File: config.mk
export PLATFORM = sky130hd
export DESIGN_NAME = alm_code_rx
export DESIGN_NICKNAME = d
export VERILOG_FILES = /design/src/rtl/alm_code_pkg.sv /design/src/rtl/alm_code_shifter.sv /design/src/rtl/alm_code_tracker.sv /design/src/rtl/alm_code_fifo.sv /design/src/rtl/alm_code_rx.sv
export SDC_FILE = /design/constraint.sdc
export NUM_CORES = 1
export LEC_CHECK = 0
export ABC_AREA = 1
export BUFFER_PORTS_ARGS = -buffer_cell sky130_fd_sc_hd__buf_2
export CORE_ASPECT_RATIO = 1.5
export CORE_MARGIN = 2
export CORE_UTILIZATION = 61
export DETAILED_ROUTE_END_ITERATION = 12
export PLACE_DENSITY = 0.8
export SLEW_MARGIN = 15
export SYNTH_ARGS = -nofsm -noshare
export SYNTH_HDL_FRONTEND = slang
export SYNTH_HIERARCHICAL = 1
export SYNTH_SLANG_ARGS = --single-unit
File: constraint.sdc
create_clock -name clk -period 3.9 [get_ports clk]
set_clock_uncertainty 0.1 [all_clocks]
set_input_delay 0.195 -clock clk [delete_from_list [all_inputs] [get_ports clk]]
set_output_delay 0.195 -clock clk [all_outputs]
set_load 0.02 [all_outputs]
File: src/rtl/alm_code_pkg.sv
// Package: shared constants and types for the alarm code receiver.
// Assumes a word of LEAD_W ones, one zero, CODE_W code bits, one zero.
package alm_code_pkg;
    localparam int LEAD_W   = 8;
    localparam int CODE_W   = 6;
    localparam int WORD_W   = LEAD_W + CODE_W + 2;
    localparam int CODE_LSB = LEAD_W + 1;

    typedef enum logic [1:0] {
        ST_SEARCH = 2'd0,
        ST_CAND   = 2'd1,
        ST_LOCK   = 2'd2
    } trk_state_e;
endpackage

File: src/rtl/alm_code_shifter.sv
// Shifter: holds the last WORD_W received bits, with the earliest-arrived bit
// at index 0. Evaluates the window as it will look after the current bit.
// Assumes the caller only acts on hit/code when bit_en is high.
module alm_code_shifter
    import alm_code_pkg::*;
(
    input  logic              clk,
    input  logic              rst_n,
    input  logic              flush,
    input  logic              bit_en,
    input  logic              bit_in,
    output logic              hit,
    output logic [CODE_W-1:0] code
);
    logic [WORD_W-1:0] win_q;
    logic [WORD_W-1:0] win_d;
    logic [LEAD_W-1:0] lead_ok;

    assign win_d = {bit_in, win_q[WORD_W-1:1]};

    // Per-bit check of the leading run of ones.
    for (genvar g = 0; g < LEAD_W; g++) begin : g_lead
        assign lead_ok[g] = win_d[g];
    end

    // Match on the ones run plus both zero markers.
    always_comb begin
        hit  = (&lead_ok) && !win_d[LEAD_W] && !win_d[WORD_W-1];
        code = win_d[CODE_LSB +: CODE_W];
    end

    // Window register, cleared to zeros so no false match before WORD_W bits.
    always_ff @(posedge clk) begin
        if (!rst_n || flush) begin
            win_q <= '0;
        end else if (bit_en) begin
            win_q <= win_d;
        end
    end
endmodule

File: src/rtl/alm_code_tracker.sv
// Tracker: bit-by-bit search, slot-locked validation over HIT_N words and
// release after MISS_N bad slots. Raises push for one cycle per validation.
// Assumes WORD_W is a power of two so the slot counter wraps naturally.
module alm_code_tracker
    import alm_code_pkg::*;
#(
    parameter int HIT_N  = 3,
    parameter int MISS_N = 2
) (
    input  logic              clk,
    input  logic              rst_n,
    input  logic              flush,
    input  logic              bit_en,
    input  logic              hit,
    input  logic [CODE_W-1:0] code,
    output logic              push,
    output logic [CODE_W-1:0] push_code,
    output logic              active
);
    localparam int PW = $clog2(WORD_W);
    localparam int HW = $clog2(HIT_N + 1);
    localparam int MW = $clog2(MISS_N + 1);

    trk_state_e        state_q;
    logic [PW-1:0]     pos_q;
    logic [HW-1:0]     hits_q;
    logic [MW-1:0]     miss_q;
    logic [CODE_W-1:0] cand_q;
    logic              slot_end;
    logic              same;

    // Slot boundary and same-code decode for the current bit.
    always_comb begin
        slot_end  = bit_en && (pos_q == PW'(WORD_W - 1));
        same      = hit && (code == cand_q);
        push      = slot_end && (state_q == ST_CAND) && same && (hits_q == HW'(HIT_N - 1));
        push_code = cand_q;
        active    = (state_q == ST_LOCK);
    end

    // Detector state machine, advanced once per valid bit.
    always_ff @(posedge clk) begin
        if (!rst_n || flush) begin
            state_q <= ST_SEARCH;
            pos_q   <= '0;
            hits_q  <= '0;
            miss_q  <= '0;
            cand_q  <= '0;
        end else if (bit_en) begin
            case (state_q)
                ST_SEARCH: begin
                    if (hit) begin
                        state_q <= ST_CAND;
                        cand_q  <= code;
                        hits_q  <= HW'(1);
                        pos_q   <= '0;
                    end
                end
                ST_CAND: begin
                    pos_q <= pos_q + 1'b1;
                    if (slot_end) begin
                        if (same) begin
                            if (hits_q == HW'(HIT_N - 1)) begin
                                state_q <= ST_LOCK;
                                miss_q  <= '0;
                            end else begin
                                hits_q <= hits_q + 1'b1;
                            end
                        end else if (hit) begin
                            cand_q <= code;
                            hits_q <= HW'(1);
                        end else begin
                            state_q <= ST_SEARCH;
                        end
                    end
                end
                ST_LOCK: begin
                    pos_q <= pos_q + 1'b1;
                    if (slot_end) begin
                        if (same) begin
                            miss_q <= '0;
                        end else if (miss_q == MW'(MISS_N - 1)) begin
                            state_q <= ST_SEARCH;
                        end else begin
                            miss_q <= miss_q + 1'b1;
                        end
                    end
                end
                default: state_q <= ST_SEARCH;
            endcase
        end
    end
endmodule

File: src/rtl/alm_code_fifo.sv
// FIFO: DEPTH-entry show-ahead queue of codes. A write is refused when the
// queue is full before any same-edge read; the caller flags the loss.
module alm_code_fifo
    import alm_code_pkg::*;
#(
    parameter int DEPTH = 4
) (
    input  logic              clk,
    input  logic              rst_n,
    input  logic              flush,
    input  logic              wr,
    input  logic [CODE_W-1:0] wr_data,
    input  logic              rd,
    output logic [CODE_W-1:0] rd_data,
    output logic              empty,
    output logic              full
);
    localparam int AW = (DEPTH > 1) ? $clog2(DEPTH) : 1;
    localparam int CW = $clog2(DEPTH + 1);

    logic [CODE_W-1:0] mem_q [DEPTH];
    logic [AW-1:0]     wp_q;
    logic [AW-1:0]     rp_q;
    logic [CW-1:0]     cnt_q;
    logic              do_wr;
    logic              do_rd;

    // Occupancy flags and accepted operations.
    always_comb begin
        empty   = (cnt_q == '0);
        full    = (cnt_q == CW'(DEPTH));
        do_wr   = wr && !full;
        do_rd   = rd && !empty;
        rd_data = mem_q[rp_q];
    end

    // Pointer and count update.
    always_ff @(posedge clk) begin
        if (!rst_n || flush) begin
            wp_q  <= '0;
            rp_q  <= '0;
            cnt_q <= '0;
        end else begin
            if (do_wr) wp_q <= (wp_q == AW'(DEPTH - 1)) ? '0 : wp_q + 1'b1;
            if (do_rd) rp_q <= (rp_q == AW'(DEPTH - 1)) ? '0 : rp_q + 1'b1;
            if (do_wr && !do_rd)      cnt_q <= cnt_q + 1'b1;
            else if (do_rd && !do_wr) cnt_q <= cnt_q - 1'b1;
        end
    end

    // Storage write.
    always_ff @(posedge clk) begin
        if (!rst_n) begin
            for (int i = 0; i < DEPTH; i++) mem_q[i] <= '0;
        end else if (do_wr) begin
            mem_q[wp_q] <= wr_data;
        end
    end
endmodule

File: src/rtl/alm_code_rx.sv
// Top: far-end alarm code receiver. Chains shifter, tracker and FIFO, and
// holds the sticky detect and overflow status that drive the interrupt.
// Assumes one overhead bit per bit_en strobe, already extracted upstream.
module alm_code_rx
    import alm_code_pkg::*;
#(
    parameter int DEPTH  = 4,
    parameter int HIT_N  = 3,
    parameter int MISS_N = 2
) (
    input  logic              clk,
    input  logic              rst_n,
    input  logic              bit_in,
    input  logic              bit_en,
    input  logic              rd_strobe,
    input  logic              clr_strobe,
    input  logic              rx_reset,
    input  logic              irq_en,
    output logic [CODE_W-1:0] fifo_code,
    output logic              fifo_empty,
    output logic              det_stat,
    output logic              ovf_stat,
    output logic              code_active,
    output logic              irq
);
    logic              win_hit;
    logic [CODE_W-1:0] win_code;
    logic              push;
    logic [CODE_W-1:0] push_code;
    logic              fifo_full;

    alm_code_shifter u_shift (
        .clk    (clk),
        .rst_n  (rst_n),
        .flush  (rx_reset),
        .bit_en (bit_en),
        .bit_in (bit_in),
        .hit    (win_hit),
        .code   (win_code)
    );

    alm_code_tracker #(.HIT_N(HIT_N), .MISS_N(MISS_N)) u_trk (
        .clk       (clk),
        .rst_n     (rst_n),
        .flush     (rx_reset),
        .bit_en    (bit_en),
        .hit       (win_hit),
        .code      (win_code),
        .push      (push),
        .push_code (push_code),
        .active    (code_active)
    );

    alm_code_fifo #(.DEPTH(DEPTH)) u_fifo (
        .clk     (clk),
        .rst_n   (rst_n),
        .flush   (rx_reset),
        .wr      (push),
        .wr_data (push_code),
        .rd      (rd_strobe),
        .rd_data (fifo_code),
        .empty   (fifo_empty),
        .full    (fifo_full)
    );

    // Sticky status: set has priority over the host clear.
    always_ff @(posedge clk) begin
        if (!rst_n || rx_reset) begin
            det_stat <= 1'b0;
            ovf_stat <= 1'b0;
        end else begin
            if (push)            det_stat <= 1'b1;
            else if (clr_strobe) det_stat <= 1'b0;
            if (push && fifo_full) ovf_stat <= 1'b1;
            else if (clr_strobe)   ovf_stat <= 1'b0;
        end
    end

    // Interrupt request from enabled status.
    always_comb irq = irq_en && (det_stat || ovf_stat);
endmodule

After elaboration in Yosys (flattened, before gate mapping):

Memories as Yosys holds them, arrays and structs flattened. A register that Yosys moved wholly into a read port is not among the register bits.
Cells that the tools add are included.
Widths: inputs -> output; s select.

* bits in registers: 41
* memories kept: 1
* memory bits (writable): 24
* output and inout bits: 11
* word-level logic and storage cells: 121
* input bits: 8

* multiplexer cells: 43
* reduce and logical (&&, ||, !) cells: 38
* $add $sub $neg: 7
* equality and inequality tests: 21

Memory list
* u_fifo.mem_q: words 4, width 6, read ports 1, clocked after memory_dff 1, wr ports 4, line alm_code_fifo.sv:21 `logic [CODE_W-1:0] mem_q [DEPTH];`

Operators with widths (count)
* $mux 2: 23
* $mux 6: 4
* $reduce_and 8->1: 2
* $logic_and 1x1->1: 13
* $pmux 6 s2: 1
* $reduce_bool 2->1: 6
* $ne 2x1->1 const B: 5
* $ne 3x3->1 const B: 3
* $add 2x1->2 const B: 4
* $eq 2x2->1 const B: 4
* $mux 1: 8
* $pmux 2 s2: 2
* $pmux 4 s2: 1
* $reduce_and 4->1: 2
* $logic_not 1->1: 7
* $reduce_and 7->1: 1
* $eq 6x6->1: 1
* $mux 3: 2
* $ne 2x2->1 const B: 3
* $pmux 2 s3: 1
* $reduce_or 6->1: 1
* $add 4x1->4 const B: 1
* $eq 2x1->1 const B: 2
* $eq 4x4->1 const B: 1
* other kinds (10): 11

Longest topological paths before layout:

* depth in word-level cells: 12
* depth in mapped cells: 23
* gate-level depth less buffers: 23

Modules after synthesis:

Netlist, hierarchy kept.

By module, submodules not included
* alm_code_fifo: area each 1604.0 µm², sequential area each 900.9 µm², instances 1, cells each 161
* alm_code_tracker: area each 1047.3 µm², sequential area each 320.3 µm², instances 1, cells each 159
* alm_code_shifter: area each 679.4 µm², sequential area each 300.3 µm², instances 1, cells each 82
* alm_code_rx: area each 83.8 µm², sequential area each 40.0 µm², instances 1, cells each 12

Least setup slack after synthesis:

No wires, ideal clock.

* path type: flip-flop to flip-flop
* start point: register u_shift.win_q[8]
* end point: register u_fifo.cnt_q[2]
* cell stages (with the launch flop): 24
* path slack: 0.856 ns
* setup time: 0.113 ns
* path buffers: 0
* arrival: 2.831 ns
* required time: 3.687 ns
* period minus slack after synthesis: 3.044 ns
* cells stage by stage: dfxtp_1 > inv_1 > nor2_1 > nand3_1 > nor2_1 > inv_2 > a21oi_2 > nand2_1 > nor2_4 > nand2_4 > clkinv_2 > nand3_1 > nor3_1 > nand2_4 > inv_1 > ha_1 > inv_1 > fa_1 > inv_1 > nand2_1 > nand3_1 > nand2_1 > nand2_1 > nor2_1

* cells in the longest elaborated chain, start to end: 10
* elaborated cells between the ends (all ways): 12
* classes of those cells: mux (1); reduce/logical (11)

Ends and longest elaborated chain
* start, declared: line alm_code_shifter.sv:15 `logic [WORD_W-1:0] win_q;`
* start signal, assigned: line alm_code_shifter.sv:37 `win_q <= win_d;`
* $reduce_and 8->1 (*): line alm_code_shifter.sv:28 `hit = (&lead_ok) && !win_d[LEAD_W] && !win_d[WORD_W-1];`
* $logic_and 1x1->1 (*) (2 in a row): line alm_code_shifter.sv:28
* named net win_hit: line alm_code_rx.sv:26 `logic win_hit;`
* $logic_and 1x1->1 (*): line alm_code_tracker.sv:35 `same = hit && (code == cand_q);`
* $logic_and 1x1->1 (*) (2 in a row): line alm_code_tracker.sv:36 `push = slot_end && (state_q == ST_CAND) && same && (hits_q == HW'(HIT_N - 1));`
* named net push: line alm_code_rx.sv:28 `logic push;`
* $logic_and 1x1->1 (*): line alm_code_fifo.sv:32 `do_wr = wr && !full;`
* named net u_fifo.do_wr: line alm_code_fifo.sv:25 `logic do_wr;`
* $logic_not 1->1: line alm_code_fifo.sv:47 `else if (do_rd && !do_wr) cnt_q <= cnt_q - 1'b1;`
* $logic_and 1x1->1: line alm_code_fifo.sv:47
* $reduce_bool 2->1 (no source line)
* end signal, assigned: line alm_code_fifo.sv:46 `if (do_wr && !do_rd) cnt_q <= cnt_q + 1'b1;`
* end signal, assigned: line alm_code_fifo.sv:47
* end, declared: line alm_code_fifo.sv:24 `logic [CW-1:0] cnt_q;`

Mark *: on every way through the listed nets, which the timed path passes. The rest lies on a longest branch.
A chain may end at the register's enable or synchronous reset.

==> results.cfg <==
[floorplanning]
num_rows = 33
start_util_pct = 62.6
ios = 19
dieArea_um2 = 6220
die_x_um = 65.1
core_area_um2 = 5450
die_y_um = 95.6

[yosys]
syn-cell-area_um2 = 3410
ys_ff_latch = 66
syn_nets = 432
avgSynthCellArea_um2 = 8.25
yosysWarnings = 6
synth_top_area_cell = dfxtp_1
syn_inst = 414
synth-seq-area-share_pct = 45.7
yosysTopAreaCellShare_pct = 24.6
synth-edff-count = 24
ys_top_cells_by_count = nand2_1 (89), inv_1 (58), nor2_1 (49)
netlist_top_cells_area = dfxtp_1 (25%), edfxtp_1 (21%), nand2_1 (9.8%), inv_1 (6.4%), nor2_1 (5.4%)
synth_cell_types = 38
synthFlopType = dfxtp_1
async_flop_share_pct = 0
yosys.cell_count.top_type = nand2_1

[clock_tree]
cts_sinks = 66
root_buffer = clkbuf_8
post-cts-setup-buffer-count = 0
htree_levels = 3
cts.clk_slew.worst_paths_ns = 0.06
clk_latency_ns = 0.34
postCtsResizedCells = 0
cts_tree = done
numCtsBuffers = 9
clock_path_buffers = 2

[power]
power_density_nw_per_um2 = 345
peakVddDrop_mv = 0.237
p_leak_uw = 0.00133

[timing]
max_freq_ghz = 0.322
worst_pin_slew_ns = 0.720
relSlewSlack_pct = 51.5
hold_viol_final = 0
drv_slew = 0
period_share_pct = 79.7
finalSetupTns_ns = 0
layout_min_cycle_time_ns = 3.11
setup_viol = 0
rsz0062_at_grt = no

[drt]
drtIter0Drc = 110
num_vias = 2635
antenna_left = 0
dr.pass1.iters = 4
drc = 0
wl_um = 6130
wl_per_cell_um = 12.1
viasPerCell = 5.20

[critical_path]
r2r_start = u_shift/win_q[8]
worstPathArrival_ns = 2.98
cpMaxStageDelayCell = o21ai_0
r2r_slack_ns = 0.79
r2r_end = u_fifo/mem_q[2][0]
path_cells = inv_1, nor2_1, nand3_1, nor2_1, inv_2, a21oi_2, nand2_1, nor2_4, nand2_4, clkinv_2, nand3_1, nor3_1, buf_4, nand4_4, o21ai_0
worst_setup_path_end_kind = flip-flop
critical_path.startpoint = u_shift/win_q[8]
critPathMaxStageDelay_ns = 0.67
cp_max_fo = 14
crit_type = reg2reg
setup.worst_path.start_class = flip-flop
required_ns = 3.77
cp-endpoint = u_fifo/mem_q[2][0]
r2r_cells = 15

[grt]
grt_max_degree = 20
grt_pass1_vias = 2486
grt_antenna_before_repair = 0
grtUsageTotal_pct = 22.2
grt_pass1_wl_um = 10500
overflow = 0

[cells_and_area]
fin_cells = 507
drive_gt1_share_pct = 18.5
multi_input_area_um2 = 1450
fin_nets = 450
fillers = 451
synthToLayoutAreaGrowth_pct = 7.11
antennaDiodeCount = 0
area.sequential_um2 = 1560

[placement]
post-dp-hpwl_um = 4640
dpl.cell_count = 490
gp_congestion = 0.882
port_buffers = 18

[outcome]
status = finished clean

[worst_hold_path]
hold_class = in2reg

[flow_run]
max-cap-violations = 0
[cells by family (layout without fill, tap and decap cells)]
logic type | Yosys count | after routing | synth area share [%]
and+or+nand+nor | 182 | 182 | 25.7
buffers and inverters | 82 | 105 | 11.7
AOI/OAI and AO/OA | 74 | 74 | 13.0
DFF | 66 | 66 | 45.7
adders and majority gates | 10 | 10 | 3.88
[how the worst min path moves through the flow]
| stage | startpoint | endpoint | slack (ns) | cells past startpoint |
|---|---|---|---|---|
| after floorplan | bit_in | u_shift/win_q[15] | 0.24 | 2 |
| after global placement | u_shift/win_q[1] | u_shift/win_q[1] | 0.36 | 2 |
| after CTS | bit_in | u_shift/win_q[15] | 0.002 | 3 |
| after global routing | bit_in | u_shift/win_q[15] | 0.007 | 3 |
| after detailed placement | u_trk/hits_q[1] | u_trk/hits_q[1] | 0.36 | 2 |
| final | bit_in | u_shift/win_q[15] | 0.02 | 3 |
[report_power, final]
group	internal [uW]	switching (uW)	leakage [uW]
clock	245	237	0.0000872
sequential	725	3.64	0.000566
combinational	16.1	35.7	0.000674
total	986	277	0.00133
[worst max-delay path: cells and delay by family (launching register included)]
| family | cells | cell delay, ns |
|---|---|---|
| AOI/OAI and AO/OA | 2 | 0.77 |
| buffers and inverters | 4 | 0.38 |
| DFF | 1 | 0.36 |
| and+or+nand+nor | 9 | 1.14 |
[placed cells by master (no fill, tap or decap), types with 6 or more instances in the layout]
cell type and count:
inv_1 58, o22ai_1 6, a21oi_1 20, nor2_1 49, nor3_2 10, ha_1 9, dfxtp_1 42, buf_2 18
nand3_1 9, nand2_1 89, a21oi_2 13, o21ai_0 24, edfxtp_1 24, clkbuf_8 10
[sequential cells by signal (all words and copies together) (netlist names), named ones only]
name             cells
det_stat             1
ovf_stat             1
u_fifo/cnt_q         3
u_fifo/mem_q        24
u_fifo/rp_q          2
u_fifo/wp_q          2
u_shift/win_q       15
u_trk/hits_q         2
u_trk/miss_q         2
u_trk/pos_q          4
u_trk/push_code      6
u_trk/state_q        2
[metrics by stage]
step / hold slack (ns) / setup slack (ns) / cell area, um2 / utilization (%) / power [uW]
floorplan: 0.235 / 0.856 / 3410 / - / 780
global placement: 0.358 / 0.900 / 3480 / 63.9 / 794
detailed placement: 0.362 / 0.820 / 3480 / 63.9 / 795
CTS: 0.00176 / 0.807 / 3660 / 67.1 / 1280
global route: 0.00666 / 0.498 / 3660 / 67.1 / 1310
finish: 0.0166 / 0.791 / 3660 / 67.1 / 1260
[timing repair]
item	4_1_cts	5_1_grt
hold buffers	1	0
setup endpoints to repair	0	0
hold endpoints to repair	2	0
[metal layers]
layer / wire, um / track usage, % / part of all wire (%)
met4: 142 / 10.2 / 2.3
met5: 0 / 0 / 0
met1: 2390 / 21.3 / 39
met2: 3380 / 43.1 / 55
met3: 220 / 5.90 / 3.6
[layout make-up]
cell class | instances | area share, %
sequential | 66 | 42.7
multi-input combinational | 266 | 39.8
inverter | 65 | 6.91
clock buffer | 13 | 4.07
timing repair buffer | 24 | 3.76
tap | 70 | 2.39
clock inverter | 3 | 0.411
(Power assumes the default switching activity.)
